$ cat src/rtl/utx_pkg.sv
package utx_pkg;

    typedef enum logic [1:0] {
        ST_IDLE,
        ST_SYNC,
        ST_DATA,
        ST_EOP
    } tx_state_t;

    // Low nibble of the start-of-frame token
    localparam logic [3:0] SOF_PID_LOW = 4'b0101;

endpackage

$ cat src/rtl/utx_stuff_ctl.sv
module utx_stuff_ctl #(
    parameter int STUFF_RUN = 6
) (
    input  logic clk,
    input  logic rst_n,
    input  logic strobe,
    input  logic emit,
    input  logic bit_in,
    input  logic window,
    output logic stall
);
    localparam int RUN_W = $clog2(STUFF_RUN + 1);

    typedef struct packed {
        logic [RUN_W-1:0] run;
    } stuff_regs_t;

    stuff_regs_t r_q, r_d;

    assign stall = window && (r_q.run == RUN_W'(STUFF_RUN));

    always_comb begin
        r_d = r_q;
        if (strobe && emit) begin
            if (!bit_in) begin
                r_d.run = '0;
            end else if (r_q.run != RUN_W'(STUFF_RUN)) begin
                r_d.run = r_q.run + 1'b1;
            end
        end
    end

    always_ff @(posedge clk) begin
        if (!rst_n) begin
            r_q <= '0;
        end else begin
            r_q <= r_d;
        end
    end

    // the serializer must put out a zero whenever a stuff is due
    a_r5_stuff_is_zero: assert property (@(posedge clk) disable iff (!rst_n)
        (stall && strobe && emit) |-> !bit_in);

    // an inserted zero clears the run
    a_r5_run_cleared: assert property (@(posedge clk) disable iff (!rst_n)
        (stall && strobe && emit) |=> (r_q.run == '0));

endmodule

$ cat src/rtl/utx_nrzi.sv
module utx_nrzi (
    input  logic clk,
    input  logic rst_n,
    input  logic strobe,
    input  logic drive,
    input  logic restart,
    input  logic bit_in,
    output logic line,
    output logic active
);
    typedef struct packed {
        logic line;
        logic active;
    } nrzi_regs_t;

    nrzi_regs_t r_q, r_d;
    logic base;

    assign line   = r_q.line;
    assign active = r_q.active;

    always_comb begin
        r_d  = r_q;
        base = restart ? 1'b1 : r_q.line;
        if (strobe) begin
            if (drive) begin
                r_d.line   = bit_in ? base : ~base;
                r_d.active = 1'b1;
            end else begin
                r_d.line   = 1'b1;
                r_d.active = 1'b0;
            end
        end
    end

    always_ff @(posedge clk) begin
        if (!rst_n) begin
            r_q <= '{line: 1'b1, active: 1'b0};
        end else begin
            r_q <= r_d;
        end
    end

    // a one keeps the level, a zero flips it
    a_r6_one_holds: assert property (@(posedge clk) disable iff (!rst_n)
        (strobe && drive && !restart && bit_in) |=> $stable(line));

    a_r6_zero_flips: assert property (@(posedge clk) disable iff (!rst_n)
        (strobe && drive && !restart && !bit_in) |=> (line != $past(line)));

    // nothing moves without a bit strobe
    a_r11_hold_between: assert property (@(posedge clk) disable iff (!rst_n)
        !strobe |=> ($stable(line) && $stable(active)));

endmodule

$ cat src/rtl/utmi_tx_serializer.sv
module utmi_tx_serializer
    import utx_pkg::*;
#(
    parameter int DATA_W      = 8,
    parameter int SYNC_LEN    = 32,
    parameter int STUFF_RUN   = 6,
    parameter int EOP_LEN     = 8,
    parameter int SOF_EOP_LEN = 40,
    parameter int DISC_BIT    = 31
) (
    input  logic              clk,
    input  logic              rst_n,
    input  logic              bit_en,
    input  logic              host_mode,
    input  logic [DATA_W-1:0] tx_data,
    input  logic              tx_valid,
    output logic              tx_ready,
    output logic              line_out,
    output logic              line_active,
    output logic              disc_sample
);
    localparam int MAX_LEN = (SYNC_LEN > SOF_EOP_LEN) ? SYNC_LEN : SOF_EOP_LEN;
    localparam int CNT_W   = $clog2(MAX_LEN + 1);
    localparam int BIT_W   = $clog2(DATA_W);

    localparam logic [CNT_W-1:0] SYNC_LAST = CNT_W'(SYNC_LEN - 1);
    localparam logic [CNT_W-1:0] EOP_LAST  = CNT_W'(EOP_LEN - 1);
    localparam logic [CNT_W-1:0] SOF_LAST  = CNT_W'(SOF_EOP_LEN - 1);
    localparam logic [CNT_W-1:0] DISC_IDX  = CNT_W'(DISC_BIT);
    localparam logic [BIT_W-1:0] BYTE_LAST = BIT_W'(DATA_W - 1);

    typedef struct packed {
        tx_state_t         st;
        logic [CNT_W-1:0]  cnt;
        logic [BIT_W-1:0]  bitn;
        logic [DATA_W-1:0] sh;
        logic              sof;
        logic              disc;
    } ser_regs_t;

    ser_regs_t r_q, r_d;

    logic emit, emit_bit, restart, load_pt, stuff_win, stall;
    logic [CNT_W-1:0] eop_last;

    utx_stuff_ctl #(
        .STUFF_RUN (STUFF_RUN)
    ) u_stuff (
        .clk    (clk),
        .rst_n  (rst_n),
        .strobe (bit_en),
        .emit   (emit),
        .bit_in (emit_bit),
        .window (stuff_win),
        .stall  (stall)
    );

    utx_nrzi u_nrzi (
        .clk     (clk),
        .rst_n   (rst_n),
        .strobe  (bit_en),
        .drive   (emit),
        .restart (restart),
        .bit_in  (emit_bit),
        .line    (line_out),
        .active  (line_active)
    );

    assign disc_sample = r_q.disc;

    always_comb begin
        r_d       = r_q;
        emit      = 1'b0;
        emit_bit  = 1'b0;
        restart   = 1'b0;
        eop_last  = r_q.sof ? SOF_LAST : EOP_LAST;
        stuff_win = (r_q.st == ST_DATA) || (r_q.st == ST_EOP && r_q.cnt == '0);
        load_pt   = (r_q.st == ST_SYNC && r_q.cnt == SYNC_LAST) ||
                    (r_q.st == ST_DATA && r_q.bitn == BYTE_LAST);
        tx_ready  = bit_en && tx_valid && load_pt && !stall;

        if (bit_en) begin
            r_d.disc = 1'b0;
            unique case (r_q.st)
                ST_IDLE: begin
                    if (tx_valid) begin
                        emit     = 1'b1;
                        restart  = 1'b1;
                        emit_bit = 1'b0;
                        r_d.st   = ST_SYNC;
                        r_d.cnt  = CNT_W'(1);
                        r_d.sof  = 1'b0;
                    end
                end
                ST_SYNC: begin
                    emit     = 1'b1;
                    emit_bit = (r_q.cnt == SYNC_LAST);
                    r_d.cnt  = r_q.cnt + 1'b1;
                end
                ST_DATA: begin
                    emit = 1'b1;
                    if (stall) begin
                        emit_bit = 1'b0;
                    end else begin
                        emit_bit = r_q.sh[0];
                        r_d.sh   = r_q.sh >> 1;
                        r_d.bitn = r_q.bitn + 1'b1;
                    end
                end
                ST_EOP: begin
                    emit = 1'b1;
                    if (stall) begin
                        emit_bit = 1'b0;
                    end else begin
                        emit_bit = (r_q.cnt != '0);
                        r_d.disc = r_q.sof && (r_q.cnt == DISC_IDX);
                        r_d.cnt  = r_q.cnt + 1'b1;
                        if (r_q.cnt == eop_last) begin
                            r_d.st = ST_IDLE;
                        end
                    end
                end
                default: r_d.st = ST_IDLE;
            endcase

            if (load_pt && !stall) begin
                if (tx_valid) begin
                    r_d.sh   = tx_data;
                    r_d.bitn = '0;
                    r_d.st   = ST_DATA;
                    if (r_q.st == ST_SYNC) begin
                        r_d.sof = host_mode && (tx_data[3:0] == SOF_PID_LOW);
                    end
                end else begin
                    r_d.st  = ST_EOP;
                    r_d.cnt = '0;
                end
            end
        end
    end

    always_ff @(posedge clk) begin
        if (!rst_n) begin
            r_q <= '{st: ST_IDLE, cnt: '0, bitn: '0, sh: '0, sof: 1'b0, disc: 1'b0};
        end else begin
            r_q <= r_d;
        end
    end

    // a byte is only offered to be taken on a bit time with valid data
    a_r2_ready_needs_valid: assert property (@(posedge clk) disable iff (!rst_n)
        tx_ready |-> (tx_valid && bit_en));

    // no handshake while the end marker is going out
    a_r7_quiet_in_eop: assert property (@(posedge clk) disable iff (!rst_n)
        (r_q.st == ST_EOP) |-> !tx_ready);

    // the disconnect strobe only inside a driven start-of-frame marker
    a_r9_disc_in_sof: assert property (@(posedge clk) disable iff (!rst_n)
        disc_sample |-> (r_q.sof && line_active));

    // an undriven line rests at J
    a_r1_idle_is_j: assert property (@(posedge clk) disable iff (!rst_n)
        !line_active |-> line_out);

endmodule

$ cat config.mk
export PLATFORM = sky130hd
export DESIGN_NAME = utmi_tx_serializer
export DESIGN_NICKNAME = d
export VERILOG_FILES = /design/src/rtl/utx_pkg.sv /design/src/rtl/utx_stuff_ctl.sv /design/src/rtl/utx_nrzi.sv /design/src/rtl/utmi_tx_serializer.sv
export SDC_FILE = /design/constraint.sdc
export NUM_CORES = 1
export LEC_CHECK = 0
export ABC_AREA = 1
export BUFFER_PORTS_ARGS = -buffer_cell sky130_fd_sc_hd__buf_4
export CAP_MARGIN = 10
export CELL_PAD_IN_SITES_DETAIL_PLACEMENT = 0
export CELL_PAD_IN_SITES_GLOBAL_PLACEMENT = 2
export CORE_UTILIZATION = 31
export DETAILED_ROUTE_END_ITERATION = 7
export GPL_ROUTABILITY_DRIVEN = 0
export PLACE_DENSITY_LB_ADDON = 0.12
export SYNTH_ARGS = -nofsm -noshare
export SYNTH_HDL_FRONTEND = slang
export SYNTH_SLANG_ARGS = --single-unit
$ cat constraint.sdc
create_clock -name clk -period 1.8 [get_ports clk]
set_input_delay 0.27 -clock clk [delete_from_list [all_inputs] [get_ports clk]]
set_output_delay 0.27 -clock clk [all_outputs]
set_load 0.02 [all_outputs]
### Word level (Yosys, flattened, before mapping)

Cells that the tools add are included.

| word-level totals | value |
|---|---|
| bits in latches | 0 |
| input bits | 13 |
| memories kept | 0 |
| output and inout bits | 4 |
| RAM bits | 0 |
| ROM bits | 0 |
| register bits | 26 |
| logic and storage cells | 78 |

| operators by class | value |
|---|---|
| $lt $le $gt $ge | 0 |
| $mul | 0 |
| equality and inequality tests | 13 |
| shift operators | 0 |
| add/sub/neg operators | 3 |
| bitwise operators | 1 |
| multiplexer cells | 31 |
| reductions and logical operators | 21 |
| divide/modulo/power cells | 0 |

Operators with widths:

| cell | number |
|---|---|
| 11-bit two-way mux | 2 |
| 20-bit two-way mux | 1 |
| 6-bit one-hot mux with 3 select lines | 1 |
| 8-bit two-way mux | 2 |
| 1-bit two-way mux | 15 |
| 12-bit two-way mux | 1 |
| 6-bit two-way mux | 2 |
| 1-bit logical AND | 11 |
| 3-bit by 1-bit adder with 3-bit output (second input constant) | 2 |
| 6-bit by 1-bit adder with 6-bit output (second input constant) | 1 |
| 3-bit equality test (second input constant) | 2 |
| 6-bit by 5-bit equality test with 1-bit output (second input constant) | 1 |
| 6-bit equality test | 1 |
| 6-bit zero test | 1 |
| 3-bit two-way mux | 2 |
| 3-bit inequality test (second input constant) | 2 |
| 6-bit nonzero test | 1 |
| 5-bit AND reduction | 1 |
| 2-bit equality test (second input constant) | 2 |
| 4-bit by 3-bit equality test with 1-bit output (second input constant) | 1 |
| 2-bit two-way mux | 2 |
| 1-bit one-hot mux with 4 select lines | 1 |
| 2-bit one-hot mux with 2 select lines | 1 |
| 3-bit by 1-bit inequality test with 1-bit output (second input constant) | 1 |
| other kinds (11) | 12 |

### Depth between registers and ports, before layout

| logic depth | value |
|---|---|
| depth after elaboration | 9 |
| depth in mapped cells | 12 |
| gate-level depth less buffers | 12 |

### Hierarchy

A second synthesis with hierarchy kept.

| unflattened totals | value |
|---|---|
| cell total of the unflattened synthesis | 285 |
| area, all modules | 1762.9 um^2 |

By module, submodules not included:

| module | cells each | area each (um^2) | times used | seq. area each (um^2) |
|---|---|---|---|---|
| utmi_tx_serializer | 240 | 1470.2 | 1 | 420.4 |
| utx_stuff_ctl | 30 | 195.2 | 1 | 60.1 |
| utx_nrzi | 15 | 97.6 | 1 | 40.0 |

### Worst setup path after synthesis

No wires, ideal clock.

| path | value |
|---|---|
| kind | flip-flop to output port |
| start point | register r_q[14] (netlist name) |
| end point | output port tx_ready |
| data required time | 1.530 ns |
| buffers on the path | 1 |
| slack | 0.287 ns |
| data arrival time | 1.243 ns |
| stages on the path, launching flop included | 9 |
| path through | dfxtp_1 ha_1 nand2_2 nor2_4 nand3_2 nand2_4 nand2_4 nor2_4 buf_8 |

| on the way | value |
|---|---|
| cells in the longest elaborated chain, start to end | 6 |
| elaborated cells on any way between the ends | 10 |
| classes of those cells | eq/ne (1); reduce/logical (9) |

RTL lines:

| item | RTL line | text |
|---|---|---|
| from (decl) | utmi_tx_serializer.sv:41 | `ser_regs_t r_q, r_d;` |
| from (signal assigned) | utmi_tx_serializer.sv:144 | `r_q <= '{st: ST_IDLE, cnt: '0, bitn: '0, sh: '0, sof: 1'b0, disc: 1'b0};` |
| from (signal assigned) | utmi_tx_serializer.sv:146 | `r_q <= r_d;` |
| 6-bit zero test | utmi_tx_serializer.sv:77 | `stuff_win = (r_q.st == ST_DATA) \|\| (r_q.st == ST_EOP && r_q.cnt == '0);` |
| 1-bit logical AND | utmi_tx_serializer.sv:77 |  |
| 1-bit logical OR | utmi_tx_serializer.sv:77 |  |
| 1-bit logical AND | utx_stuff_ctl.sv:20 | `assign stall = window && (r_q.run == RUN_W'(STUFF_RUN));` |
| 1-bit zero test | utmi_tx_serializer.sv:80 | `tx_ready = bit_en && tx_valid && load_pt && !stall;` |
| 1-bit logical AND (*) | utmi_tx_serializer.sv:80 |  |
| to (decl) | utmi_tx_serializer.sv:17 | `output logic tx_ready,` |

Every way passes the cells marked *; elsewhere a longest branch is shown, timed or not.

### Worst setup path after layout

Ends and elaborated chain as after synthesis.

==> results.py <==
metrics = {
    "run_status": {
        "status": "completed",
    },
    "synth": {
        "ys_async_sr_fraction_pct": 0,
        "yosys.area.top_type": "dfxtp_1",
        "synth_cells": 274,
        "synth_ff_type": "dfxtp_1",
        "synth_area_per_cell_um2": 6.261,
        "ys_top_cells_by_count": "nand2_1 (95), nor2_1 (37), inv_1 (27), dfxtp_1 (26)",
        "synthTopCellsByArea": "dfxtp_1 (30%), nand2_1 (21%), nor2_1 (8.1%), inv_1 (5.9%), a21oi_1 (4.7%)",
        "yosysSeqAreaShare_pct": 30.34,
        "yosysMostFrequentCell": "nand2_1",
        "synth_seq_cells": 26,
        "syn_nets": 293,
        "yosysUniqueCellTypes": 28,
        "synth_edf_count": 0,
        "synth_top_area_share_pct": 30.34,
        "netlist_area_um2": 1715,
        "yosys_warnings": 0,
    },
    "timing": {
        "hold_violations": 0,
        "worstMarginPinSlew_ns": 0.3356,
        "finalSetupViolCount": 0,
        "finalCritPeriodShare_pct": 95.82,
        "fmax_ghz": 0.5798,
        "final.min_clock_period_ns": 1.725,
        "timing.hold.ws_ns": 0.1843,
        "slew_viol_final": 0,
        "rsz0062_at_grt": "true",
        "finClkSkew_ns": 0.006575,
        "relSlewSlack_pct": 77.57,
    },
    "worst_hold_path": {
        "min-delay-start": "rst_n",
        "hold_class": "in -> reg",
        "min_to": "u_nrzi.line",
        "holdPathStages": 2,
    },
    "pwr": {
        "p_per_area_nw_per_um2": 572.9,
        "p_int_w": 0.0009569,
        "p_clk_share_pct": 39.3,
        "pwr-share-comb_pct": 14.0,
        "p_leak_nw": 0.9963,
        "p_seq_share_pct": 46.7,
        "p_sw_w": 0.0003126,
        "vdd_drop_max_v": 0.0003389,
        "sw_frac_of_total_pct": 24.62,
    },
    "setup_path": {
        "r2r_end": "r_q[2]",
        "endpoint_kind": "output port",
        "r2r-start": "r_q[10]",
        "worst-endpoint-required_ns": 1.53,
        "worstPathArrival_ns": 1.45,
        "worst_r2r_path_depth": 12,
        "start_kind": "register",
        "rrSetupSlack_ns": 0.15,
        "path_max_fanout": 5,
        "critical_path_class": "reg -> out",
    },
    "placed_design": {
        "portBuffers": 16,
        "placed_area_um2": 1963,
        "hpwlAfterDp_um": 3128,
        "dp_cells": 364,
    },
    "global_route": {
        "grt_pass1_vias": 1620,
        "overflow": 0,
        "grt_pass1_wl_um": 7741,
        "grt_max_degree": 23,
        "grtUsageMet2_pct": 26.85,
        "antenna_found_initial": 0,
        "grtUsageMet1_pct": 22.95,
        "grt_util_all_layers_pct": 16.51,
        "globalRouteMet3Util_pct": 2.874,
        "grt_busiest_layer": "met2",
    },
    "cells_and_area": {
        "finish.utilization_pct": 42.57,
        "multi_input_area_um2": 1106,
        "layout-drive-gt1-share_pct": 24.92,
        "fin_nets": 329,
        "nFillCells": 579,
        "instances_no_fill": 379,
        "ff_latch_area_um2": 533.0,
        "n_antenna_cell": 0,
        "syn_to_final_growth_pct": 29.18,
        "fin_area_um2": 2216,
    },
    "drt": {
        "routed_wl_um": 4487,
        "drcViolationCount": 0,
        "drt_first_pass_iters": 4,
        "via_count": 1717,
        "drtAntennaViolNets": 0,
        "wl_per_cell_um": 11.84,
        "vias_per_cell": 4.530,
        "drt_first_iter_violations": 111,
    },
    "die": {
        "die_y_um": 76.39,
        "die_x_um": 76.39,
        "initial_core_util_pct": 32.96,
        "num_io_pins": 17,
        "rows": 26,
        "dieArea_um2": 5835,
        "coreArea_um2": 5205,
    },
    "clocking": {
        "cts-buffers-inserted": 3,
        "cts_root_buffer": "clkbuf_8",
        "clockBufferDepth": 2,
        "clkLatencyLatePin_ns": 0.28,
        "cts_sinks": 26,
        "cts_tree": "done",
        "clk_pin_slew_worst_paths_ns": 0.10,
        "ctsHtreeMaxLevel": 1,
        "hold_buffers": 0,
    },
    "job": {
        "maxCapViolCount": 0,
    },
}
## per-stage QoR
stage,TNS [ns],worst slack (ns),total power (W)
floorplan,0,0.2873,0.0006961
global placement,-0.3022,-0.1063,0.0007698
CTS,0,0.001033,0.001284
global route,-0.04047,-0.03710,0.001344
finish,0,0.07516,0.001269
detailed placement,-0.1438,-0.05780,0.0007668
## worst max-delay path, cell delays in order (launching register included)
cell     delay [ns]
dfxtp_4        0.38
ha_4           0.15
nand2_4        0.07
nor2_4         0.12
nand3_4        0.09
nand2_4        0.08
nand2_4        0.06
nor2_4         0.10
buf_6          0.13
## worst max-delay path by stage
| stage | startpoint | to | cells past startpoint |
|---|---|---|---|
| 6_report | r_q[14] | tx_ready | 8 |
| 2_1_floorplan | r_q[14] | tx_ready | 8 |
| 3_5_place_dp | u_stuff.r_q[0] | u_stuff.r_q[2] | 12 |
| 3_3_place_gp | u_stuff.r_q[0] | u_stuff.r_q[1] | 12 |
| 5_1_grt | r_q[13] | tx_ready | 8 |
| 4_1_cts | r_q[13] | tx_ready | 8 |
## flip-flops by register name (all words and copies together) (netlist names)
register       cells
u_stuff.r_q        3
r_q               20
disc_sample        1
u_nrzi.line        1
u_nrzi.active      1
## cell usage in the layout, fill, tap and decap left out, drive strengths merged
cell type / count
a21oi: 16
nand2: 106
ha: 6
xor2: 1
o21ai: 11
nand4: 6
bufinv: 1
o22ai: 1
clkbuf: 3
nor3: 3
nand3: 18
dfxtp: 26
inv: 26
or2: 1
nor2: 41
buf: 39
o211ai: 1
o31ai: 1
clkinvlp: 1
xnor2: 1
## cells by family after synthesis
family | share of synthesized area, %
buf+inv | 9.555
xor+xnor | 1.021
flops | 30.34
fa+ha+maj | 4.376
simple gates | 45.37
compound gates | 9.337
## what timing repair did
| item | in CTS | in global routing |
|---|---|---|
| setup endpoints to repair | 4 | 14 |
| pin swaps | 5 | 7 |
| resized for setup | 11 | 18 |
| buffers inserted | 5 | 6 |
## cell type report
type,instances,share of cell area [%]
clock buffers,3,1.863
clock inverters,1,1.355
inverters,27,4.743
multi-input cells,213,49.92
flip-flops and latches,26,24.05
well taps,70,3.953
repair buffers,39,14.12
## layer usage
layer | routed length (µm) | share of wire, % | vias to the layer above
li1 | - | - | 931
met1 | 2300 | 51 | 752
met2 | 2007 | 45 | 32
met3 | 157 | 3.5 | 2
met4 | 21 | 0.47 | 0
met5 | 0 | 0 | -
## power by group through the flow
stage          sequential, W  clock (W)  combinational (W)
6_report            0.000593   0.000499           0.000178
3_3_place_gp        0.000606          0           0.000164
2_1_floorplan       0.000610          0          0.0000858
4_1_cts             0.000593   0.000523           0.000169
5_1_grt             0.000595   0.000549           0.000200
3_5_place_dp        0.000606          0           0.000161
(Power assumes the default switching activity.)
